## src/rtl/adp_pkg.sv

```systemverilog
package adp_pkg;

  localparam int ADP_AW    = 32;
  localparam int ADP_NREG  = 8;
  localparam int ADP_SEL_W = $clog2(ADP_NREG);
  localparam int ADP_CNT_W = 3;
  localparam int ADP_RF_W  = ADP_AW * ADP_NREG;

  typedef enum logic [1:0] {
    ST_IDLE = 2'd0,
    ST_SIB  = 2'd1,
    ST_DISP = 2'd2,
    ST_DONE = 2'd3
  } adp_state_e;

  typedef struct packed {
    logic                 base_v;
    logic [ADP_SEL_W-1:0] base_sel;
    logic                 idx_v;
    logic [ADP_SEL_W-1:0] idx_sel;
    logic [1:0]           scale;
  } adp_sel_t;

  // Sign-extend a little-endian displacement of nbytes bytes.
  function automatic logic [ADP_AW-1:0] adp_sext(input logic [ADP_AW-1:0] raw,
                                                 input logic [ADP_CNT_W-1:0] nbytes);
    case (nbytes)
      3'd1:    return {{(ADP_AW-8){raw[7]}}, raw[7:0]};
      3'd2:    return {{(ADP_AW-16){raw[15]}}, raw[15:0]};
      3'd4:    return raw;
      default: return '0;
    endcase
  endfunction

  function automatic logic [ADP_AW-1:0] adp_sum_wide(input logic [ADP_AW-1:0] b,
                                                     input logic [ADP_AW-1:0] x,
                                                     input logic [1:0]        sc,
                                                     input logic [ADP_AW-1:0] d);
    return b + (x << sc) + d;
  endfunction

  function automatic logic [15:0] adp_sum_narrow(input logic [15:0] b,
                                                 input logic [15:0] x,
                                                 input logic [15:0] d);
    return b + x + d;
  endfunction

endpackage

```

## src/rtl/adp_lead_decode.sv

```systemverilog
module adp_lead_decode
  import adp_pkg::*;
(
  input  logic [7:0]           lead,
  input  logic                 wide,
  output logic                 is_reg,
  output logic                 need_sib,
  output adp_sel_t             sel,
  output logic [ADP_CNT_W-1:0] dlen
);
  logic [1:0] md;
  logic [2:0] rm;
  assign md = lead[7:6];
  assign rm = lead[2:0];

  always_comb begin
    is_reg   = 1'b0;
    need_sib = 1'b0;
    sel      = '0;
    dlen     = '0;
    if (md == 2'b11) begin
      is_reg = 1'b1;
    end else if (wide) begin
      dlen = (md == 2'b01) ? 3'd1 : (md == 2'b10) ? 3'd4 : 3'd0;
      if (rm == 3'd4) begin
        need_sib = 1'b1;
      end else if (md == 2'b00 && rm == 3'd5) begin
        dlen = 3'd4;
      end else begin
        sel.base_v   = 1'b1;
        sel.base_sel = rm;
      end
    end else begin
      dlen = (md == 2'b01) ? 3'd1 : (md == 2'b10) ? 3'd2 : 3'd0;
      case (rm)
        3'd0: begin sel.base_v = 1'b1; sel.base_sel = 3'd3; sel.idx_v = 1'b1; sel.idx_sel = 3'd6; end
        3'd1: begin sel.base_v = 1'b1; sel.base_sel = 3'd3; sel.idx_v = 1'b1; sel.idx_sel = 3'd7; end
        3'd2: begin sel.base_v = 1'b1; sel.base_sel = 3'd5; sel.idx_v = 1'b1; sel.idx_sel = 3'd6; end
        3'd3: begin sel.base_v = 1'b1; sel.base_sel = 3'd5; sel.idx_v = 1'b1; sel.idx_sel = 3'd7; end
        3'd4: begin sel.base_v = 1'b1; sel.base_sel = 3'd6; end
        3'd5: begin sel.base_v = 1'b1; sel.base_sel = 3'd7; end
        3'd6: begin
          if (md == 2'b00) dlen = 3'd2;
          else begin sel.base_v = 1'b1; sel.base_sel = 3'd5; end
        end
        default: begin sel.base_v = 1'b1; sel.base_sel = 3'd3; end
      endcase
    end
  end

  // the 16-bit form never asks for a scale-index-base byte
  always_comb begin
    if (!wide) assert (!need_sib) else $error("p_no_sib_narrow_r7");
  end

endmodule

```

## src/rtl/adp_sib_decode.sv

```systemverilog
module adp_sib_decode
  import adp_pkg::*;
(
  input  logic [7:0]           sib,
  input  logic [1:0]           md,
  output adp_sel_t             sel,
  output logic [ADP_CNT_W-1:0] dlen
);
  logic abs_base;
  assign abs_base = (md == 2'b00) && (sib[2:0] == 3'd5);

  always_comb begin
    sel.scale    = sib[7:6];
    sel.idx_sel  = sib[5:3];
    sel.idx_v    = (sib[5:3] != 3'd4);
    sel.base_sel = sib[2:0];
    sel.base_v   = !abs_base;
    if (abs_base)          dlen = 3'd4;
    else if (md == 2'b01)  dlen = 3'd1;
    else if (md == 2'b10)  dlen = 3'd4;
    else                   dlen = 3'd0;
  end

  // an absolute base always brings a 4-byte displacement
  always_comb begin
    if (!sel.base_v) assert (dlen == 3'd4) else $error("p_abs_base_disp_r6");
  end

endmodule

```

## src/rtl/adp_ea_calc.sv

```systemverilog
module adp_ea_calc
  import adp_pkg::*;
(
  input  logic [ADP_RF_W-1:0] regs_flat,
  input  adp_sel_t            sel,
  input  logic [ADP_AW-1:0]   disp,
  input  logic                wide,
  input  logic                is_reg,
  output logic [ADP_AW-1:0]   ea
);
  logic [ADP_AW-1:0] reg_arr [ADP_NREG];
  logic [ADP_AW-1:0] base_val;
  logic [ADP_AW-1:0] idx_val;
  logic [15:0]       narrow_sum;

  for (genvar g = 0; g < ADP_NREG; g++) begin : g_unpack
    assign reg_arr[g] = regs_flat[g*ADP_AW +: ADP_AW];
  end

  assign base_val   = sel.base_v ? reg_arr[sel.base_sel] : '0;
  assign idx_val    = sel.idx_v  ? reg_arr[sel.idx_sel]  : '0;
  assign narrow_sum = adp_sum_narrow(base_val[15:0], idx_val[15:0], disp[15:0]);

  always_comb begin
    if (is_reg)    ea = '0;
    else if (wide) ea = adp_sum_wide(base_val, idx_val, sel.scale, disp);
    else           ea = {{(ADP_AW-16){1'b0}}, narrow_sum};
  end

endmodule

```

## src/rtl/addr_byte_parser.sv

```systemverilog
module addr_byte_parser
  import adp_pkg::*;
(
  input  logic                 clk,
  input  logic                 rst_n,
  input  logic                 byte_valid,
  input  logic [7:0]           byte_data,
  input  logic                 mode32,
  input  logic                 size_ovr,
  input  logic [ADP_RF_W-1:0]  regs_flat,
  output logic                 in_ready,
  output logic                 done,
  output logic [ADP_CNT_W-1:0] byte_count,
  output logic                 is_reg,
  output logic [ADP_SEL_W-1:0] reg_field,
  output logic                 base_valid,
  output logic [ADP_SEL_W-1:0] base_sel,
  output logic                 index_valid,
  output logic [ADP_SEL_W-1:0] index_sel,
  output logic [1:0]           scale,
  output logic [ADP_AW-1:0]    disp,
  output logic [ADP_AW-1:0]    eff_addr
);
  localparam int POS_W = $clog2(ADP_AW / 8);

  adp_state_e           state_q, state_d;
  logic                 wide_q, is_reg_q;
  logic [1:0]           mod_q;
  logic [2:0]           reg_q;
  adp_sel_t             sel_q;
  logic [ADP_CNT_W-1:0] dlen_q, left_q, cnt_q;
  logic [POS_W-1:0]     pos_q;
  logic [ADP_AW-1:0]    raw_q;

  // named internal events
  logic wide_now, accept, ev_lead, ev_sib, ev_disp, ev_last;

  logic                 ld_is_reg, ld_need_sib;
  adp_sel_t             ld_sel, sb_sel;
  logic [ADP_CNT_W-1:0] ld_dlen, sb_dlen;

  assign wide_now = mode32 ^ size_ovr;
  assign in_ready = (state_q != ST_DONE);
  assign accept   = byte_valid && in_ready;
  assign ev_lead  = accept && (state_q == ST_IDLE);
  assign ev_sib   = accept && (state_q == ST_SIB);
  assign ev_disp  = accept && (state_q == ST_DISP);
  assign ev_last  = (state_d == ST_DONE) && (state_q != ST_DONE);

  adp_lead_decode u_lead (
    .lead     (byte_data),
    .wide     (wide_now),
    .is_reg   (ld_is_reg),
    .need_sib (ld_need_sib),
    .sel      (ld_sel),
    .dlen     (ld_dlen)
  );

  adp_sib_decode u_sib (
    .sib  (byte_data),
    .md   (mod_q),
    .sel  (sb_sel),
    .dlen (sb_dlen)
  );

  always_comb begin
    state_d = state_q;
    case (state_q)
      ST_IDLE: if (ev_lead) begin
        if (ld_is_reg)          state_d = ST_DONE;
        else if (ld_need_sib)   state_d = ST_SIB;
        else if (ld_dlen != 0)  state_d = ST_DISP;
        else                    state_d = ST_DONE;
      end
      ST_SIB:  if (ev_sib)  state_d = (sb_dlen != 0) ? ST_DISP : ST_DONE;
      ST_DISP: if (ev_disp && left_q == 3'd1) state_d = ST_DONE;
      default: state_d = ST_IDLE;
    endcase
  end

  always_ff @(posedge clk) begin
    if (!rst_n) begin
      state_q  <= ST_IDLE;
      wide_q   <= 1'b0;
      is_reg_q <= 1'b0;
      mod_q    <= '0;
      reg_q    <= '0;
      sel_q    <= '0;
      dlen_q   <= '0;
      left_q   <= '0;
      cnt_q    <= '0;
      pos_q    <= '0;
      raw_q    <= '0;
    end else begin
      state_q <= state_d;
      if (ev_lead) begin
        wide_q   <= wide_now;
        is_reg_q <= ld_is_reg;
        mod_q    <= byte_data[7:6];
        reg_q    <= byte_data[5:3];
        sel_q    <= ld_sel;
        dlen_q   <= ld_dlen;
        left_q   <= ld_dlen;
        cnt_q    <= 3'd1;
        pos_q    <= '0;
        raw_q    <= '0;
      end
      if (ev_sib) begin
        sel_q  <= sb_sel;
        dlen_q <= sb_dlen;
        left_q <= sb_dlen;
        cnt_q  <= cnt_q + 3'd1;
      end
      if (ev_disp) begin
        raw_q[{pos_q, 3'b000} +: 8] <= byte_data;
        pos_q  <= pos_q + 1'b1;
        left_q <= left_q - 3'd1;
        cnt_q  <= cnt_q + 3'd1;
      end
    end
  end

  assign done        = (state_q == ST_DONE);
  assign byte_count  = cnt_q;
  assign is_reg      = is_reg_q;
  assign reg_field   = reg_q;
  assign base_valid  = sel_q.base_v;
  assign base_sel    = sel_q.base_sel;
  assign index_valid = sel_q.idx_v;
  assign index_sel   = sel_q.idx_sel;
  assign scale       = sel_q.scale;
  assign disp        = adp_sext(raw_q, dlen_q);

  adp_ea_calc u_ea (
    .regs_flat (regs_flat),
    .sel       (sel_q),
    .disp      (disp),
    .wide      (wide_q),
    .is_reg    (is_reg_q),
    .ea        (eff_addr)
  );

  // completion is a single-cycle pulse, following the last byte
  p_done_pulse_r10: assert property (@(posedge clk) disable iff (!rst_n)
    done |=> !done);
  p_done_follows_last_r10: assert property (@(posedge clk) disable iff (!rst_n)
    ev_last |=> done);
  p_count_range_r10: assert property (@(posedge clk) disable iff (!rst_n)
    done |-> (byte_count >= 3'd1 && byte_count <= 3'd6));
  // a register operand is one byte with no displacement
  p_reg_one_byte_r2: assert property (@(posedge clk) disable iff (!rst_n)
    (done && is_reg) |-> (byte_count == 3'd1 && disp == '0 && !base_valid));
  // 16-bit form has no scale and at most three bytes
  p_narrow_noscale_r7: assert property (@(posedge clk) disable iff (!rst_n)
    (done && !wide_q) |-> (scale == 2'd0 && byte_count <= 3'd3));
  // the scale-index-base state is reached only under 32-bit width
  p_sib_only_wide_r5: assert property (@(posedge clk) disable iff (!rst_n)
    (state_q == ST_SIB) |-> wide_q);
  // 16-bit addresses never carry upper bits
  p_ea16_zext_r9: assert property (@(posedge clk) disable iff (!rst_n)
    (done && !wide_q) |-> (eff_addr[31:16] == 16'h0));
  // an idle input cycle changes nothing inside a displacement
  p_gap_ignored_r11: assert property (@(posedge clk) disable iff (!rst_n)
    (state_q == ST_DISP && !byte_valid) |=> (state_q == ST_DISP && $stable(raw_q) && $stable(cnt_q)));
  // results hold while waiting for the next first byte
  p_hold_idle_r10: assert property (@(posedge clk) disable iff (!rst_n)
    (state_q == ST_IDLE && !byte_valid) |=> ($stable(disp) && $stable(byte_count)));

endmodule

```

## config.mk

```make
export PLATFORM = sky130hd
export DESIGN_NAME = addr_byte_parser
export DESIGN_NICKNAME = d
export VERILOG_FILES = /design/src/rtl/adp_pkg.sv /design/src/rtl/adp_lead_decode.sv /design/src/rtl/adp_sib_decode.sv /design/src/rtl/adp_ea_calc.sv /design/src/rtl/addr_byte_parser.sv
export SDC_FILE = /design/constraint.sdc
export NUM_CORES = 1
export LEC_CHECK = 0
export BUFFER_PORTS_ARGS = -buffer_cell sky130_fd_sc_hd__buf_2
export CAP_MARGIN = 20
export CORE_ASPECT_RATIO = 0.6
export CORE_MARGIN = 2
export CORE_UTILIZATION = 28
export CTS_CLUSTER_DIAMETER = 100
export DETAILED_ROUTE_END_ITERATION = 10
export PLACE_DENSITY = 0.46
export SLEW_MARGIN = 15
export SYNTH_ARGS = -nofsm -noshare
export SYNTH_HDL_FRONTEND = slang
export SYNTH_SLANG_ARGS = --single-unit
```

## constraint.sdc

```tcl
create_clock -name clk -period 6.75 [get_ports clk]
set_clock_uncertainty 0.1 [all_clocks]
set_input_delay 0 -clock clk [delete_from_list [all_inputs] [get_ports clk]]
set_output_delay 0 -clock clk [all_outputs]
set_load 0.005 [all_outputs]
```

==> metrics.md <==
| Metric | Value |
|---|---|
| Status | `complete, no violations` |
| CP endpoint | `eff_addr[30]` |
| Max Slew Vio Count | `0` |
| Die H | `161 um` |
| Die width | `265 um` |
| Number of global-route vias before repair | `11,503` |
| Post-synthesis compound-gate area fraction | `0.162` |
| Post-route ant nets | `0` |
| Synthesis Warnings | `0` |
| Drt wl/cell | `24.4 um` |
| Cells after Synth | `1,281` |
| Synth Register Bits | `62` |
| Top cells by count, synth | `128 x mux4_2, 118 x nand2_1, 104 x inv_1` |
| Dpl hpwl | `43,700 um` |
| Clock H-tree levels | `3` |
| Sequential Power Share | `0.143` |
| Post-synth net total | `1,654` |
| Reg2reg start | `state_q[0]$_SDFFE_PN0P_` |
| # DRC | `0` |
| FMAX | `162 MHz` |
| Crit Path Class | `flip-flop to output port` |
| Core Rows | `57` |
| Final nets | `1,955` |
| Clock sink count | `62` |
| Routed WL | `51,800 um` |
| Combinational family with the most area after synthesis | `multiplexers` |
| Post-synth top area share | `0.252` |
| Area growth syn-to-layout | `22.9%` |
| Int Pwr | `2100 uW` |
| Sw Ratio | `0.502` |
| Post-synthesis mux area share | `0.339` |
| Crit Reg-Reg Endpoint | `left_q[1]$_SDFFE_PN0P_` |
| Post-synth top area cell | `mux4_2` |
| Crit path time final | `6.19 ns` |
| Vias per inst | `5.43` |
| CORE AREA | `40,400 um^2` |
| Worst-path clk slew | `0.05 ns` |
| CP Launch Point | `index_sel[0]$_SDFFE_PN0P_` |
| Worst-Skew Late Latency | `0.33 ns` |
| Startpoint Class | `flip-flop` |
| Netlist cell types | `65` |
| Area of the mapped netlist | `11,400 um^2` |
| Leakage power total | `0.00639 uW` |
| Arr. time, crit path | `6.09 ns` |
| Pwr Density | `299 nW/um^2` |
| CTS tree | `done` |
| Fin crit share | `0.917` |
| Initial drt markers | `909` |
| Clk buf depth | `2` |
| Count leader, synth | `mux4_2` |
| Gr usage total | `0.238` |
| Tightest Pin Transition | `0.947 ns` |
| Setup slack after layout | `0.559 ns` |
| Setup TNS | `0 ns` |
| Logic pwr share | `0.750` |
| First-pass GRT wire length | `75,700 um` |
| Initial antenna violation count | `14` |
| Number of synthesized flops with an enable pin | `0` |
| Biggest register | `raw_q` |
| Drt pass-1 iters | `5` |
| Post-Synth XOR/XNOR Area | `0.0364` |
| Simple-gate share of the synthesized area | `0.148` |
| Clk root buf | `clkbuf_16` |
| Layout cell share with drive strength beyond 1 | `0.367` |
| Post_cts resized | `0` |
| P_sw | `2110 uW` |
| Post-synth top flop | `dfxtp_1` |
| RSZ-0062 raised after global routing | `no` |
| Largest register FFs | `32` |
| Mean Syn Cell Area | `8.93 um^2` |
| Synth Area in Adders | `0.140` |
| Crit. End Element | `output port` |
| IO buf count | `351` |
| Dpl ws | `0.869 ns` |
| Global route total overflow | `0` |
| Sequential element share of the synthesized area | `0.108` |
| Via count | `11,530` |
| GPL Wtd Cong | `0.907` |
| Post-synthesis async set-or-reset flop share | `0` |
| # IOs | `352` |
| Max_cap viols | `0` |
| Layout fillers | `4,285` |
| Critical-path maximum fanout | `37` |
| Final Hold Viols | `0` |
| Die area | `42,600 um^2` |
| Clk pwr share | `0.107` |
| Synth top area cells | `mux4_2 25%, dfxtp_1 11%, fa_1 7.0%` |
| Setup violators final | `0` |
| Register-to-Register Path Depth | `7` |
| Setup slack, reg-to-reg | `3.28 ns` |
| Clock buffer count from CTS | `9` |
| Largest net degree at the start of global routing | `47` |
| Starting Density | `0.283` |
| HP Class | `primary input to flip-flop` |
| Worst EP required | `6.65 ns` |
| Slew headroom | `0.364` |
| Peak supply drop | `0.000112 V` |
how the worst min path moves through the flow:
stage / startpoint / to / slack, ns / cells after the start
floorplan: byte_data[5] / reg_field[2]$_SDFFE_PN0P_ / 0.04 / 2
global placement: byte_data[5] / reg_field[2]$_SDFFE_PN0P_ / 0.28 / 3
detailed placement: byte_data[5] / reg_field[2]$_SDFFE_PN0P_ / 0.28 / 3
CTS: byte_data[2] / raw_q[26]$_SDFF_PN0_ / 0.001 / 3
global route: byte_data[2] / raw_q[26]$_SDFF_PN0_ / 0.01 / 3
finish: byte_data[2] / raw_q[26]$_SDFF_PN0_ / 0.03 / 3
critical path, cell delays in order (launching register included):
cell and delay, ns:
dfxtp_4 0.83, mux4_2 0.59, mux2_2 0.30, nand2_1 0.18, inv_1 0.11, nand2_1 0.07, o21ai_0 0.11, mux2i_1 0.34
xnor2_1 0.17, ha_1 0.26, ha_1 0.38, a21o_1 0.22, a211oi_1 0.31, o21ai_0 0.30, a31oi_1 0.35, o31ai_1 0.17
a211oi_1 0.46, a31oi_1 0.23, mux2i_1 0.18, buf_2 0.13
logic make-up (layout without fill, tap and decap cells):
| group | count (synthesis) | count (layout) |
|---|---|---|
| buffers and inverters | 193 | 499 |
| adders and majority gates | 104 | 104 |
| and+or+nand+nor | 362 | 362 |
| DFF | 62 | 62 |
| xor gates and xnor gates | 46 | 46 |
| AOI/OAI and AO/OA | 293 | 293 |
| other | 0 | 6 |
| muxes | 221 | 221 |
placed cells by master, fill, tap and decap left out, types with 25 or more instances in the layout:
cell type,count
inv_1,104
mux2_2,49
nor2b_1,38
fa_1,40
xnor2_1,31
dfxtp_1,56
mux2i_1,44
buf_2,351
nor2_1,93
nand2_1,118
o21ai_0,60
ha_1,64
nand3_1,36
a22oi_1,25
a21oi_1,88
mux4_2,128
power groups by stage:
stage	clock (uW)	combinational [uW]	sequential [uW]
finish	450	3160	604
global route	472	3450	625
CTS	454	3150	610
detailed placement	0	3130	617
global placement	0	3120	619
floorplan	0	2210	458
metal layers:
metal / track usage / up-vias / part of all wire
li1: - / 5309 / -
met1: 0.370 / 5665 / 0.49
met2: 0.344 / 513 / 0.41
met3: 0.0550 / 39 / 0.090
met4: 0.0198 / 4 / 0.0084
met5: 0 / - / 0.00027
final cells by class:
type                            count  area [um^2]  area share
Antenna cell                        6         15.0     0.00107
Clock buffer                       13          270      0.0192
Clock inverter                      3         17.5     0.00125
Inverter                          107          402      0.0286
Multi-Input combinational cell   1026         9450       0.672
Sequential cell                    62         1250      0.0891
Tap cell                          531          664      0.0472
Timing Repair Buffer              376         2000       0.142
stage by stage:
stage | area (um^2) | cells | power (uW) | util | hold WS, ns
detailed placement | 13700 | 2096 | 3750 | 0.340 | 0.283
finish | 14100 | 2124 | 4210 | 0.348 | 0.0260
global route | 14100 | 2120 | 4550 | 0.348 | 0.0128
global placement | 13700 | 2096 | 3740 | 0.340 | 0.276
CTS | 14100 | 2118 | 4210 | 0.348 | 0.00106
floorplan | 11400 | 1281 | 2670 | - | 0.0360
timing repair:
item,4_1_cts,5_1_grt
buffers inserted,0,0
hold endpoints to repair,11,0
hold buffers,6,0
Note: power is estimated with default switching activity, not from simulation.
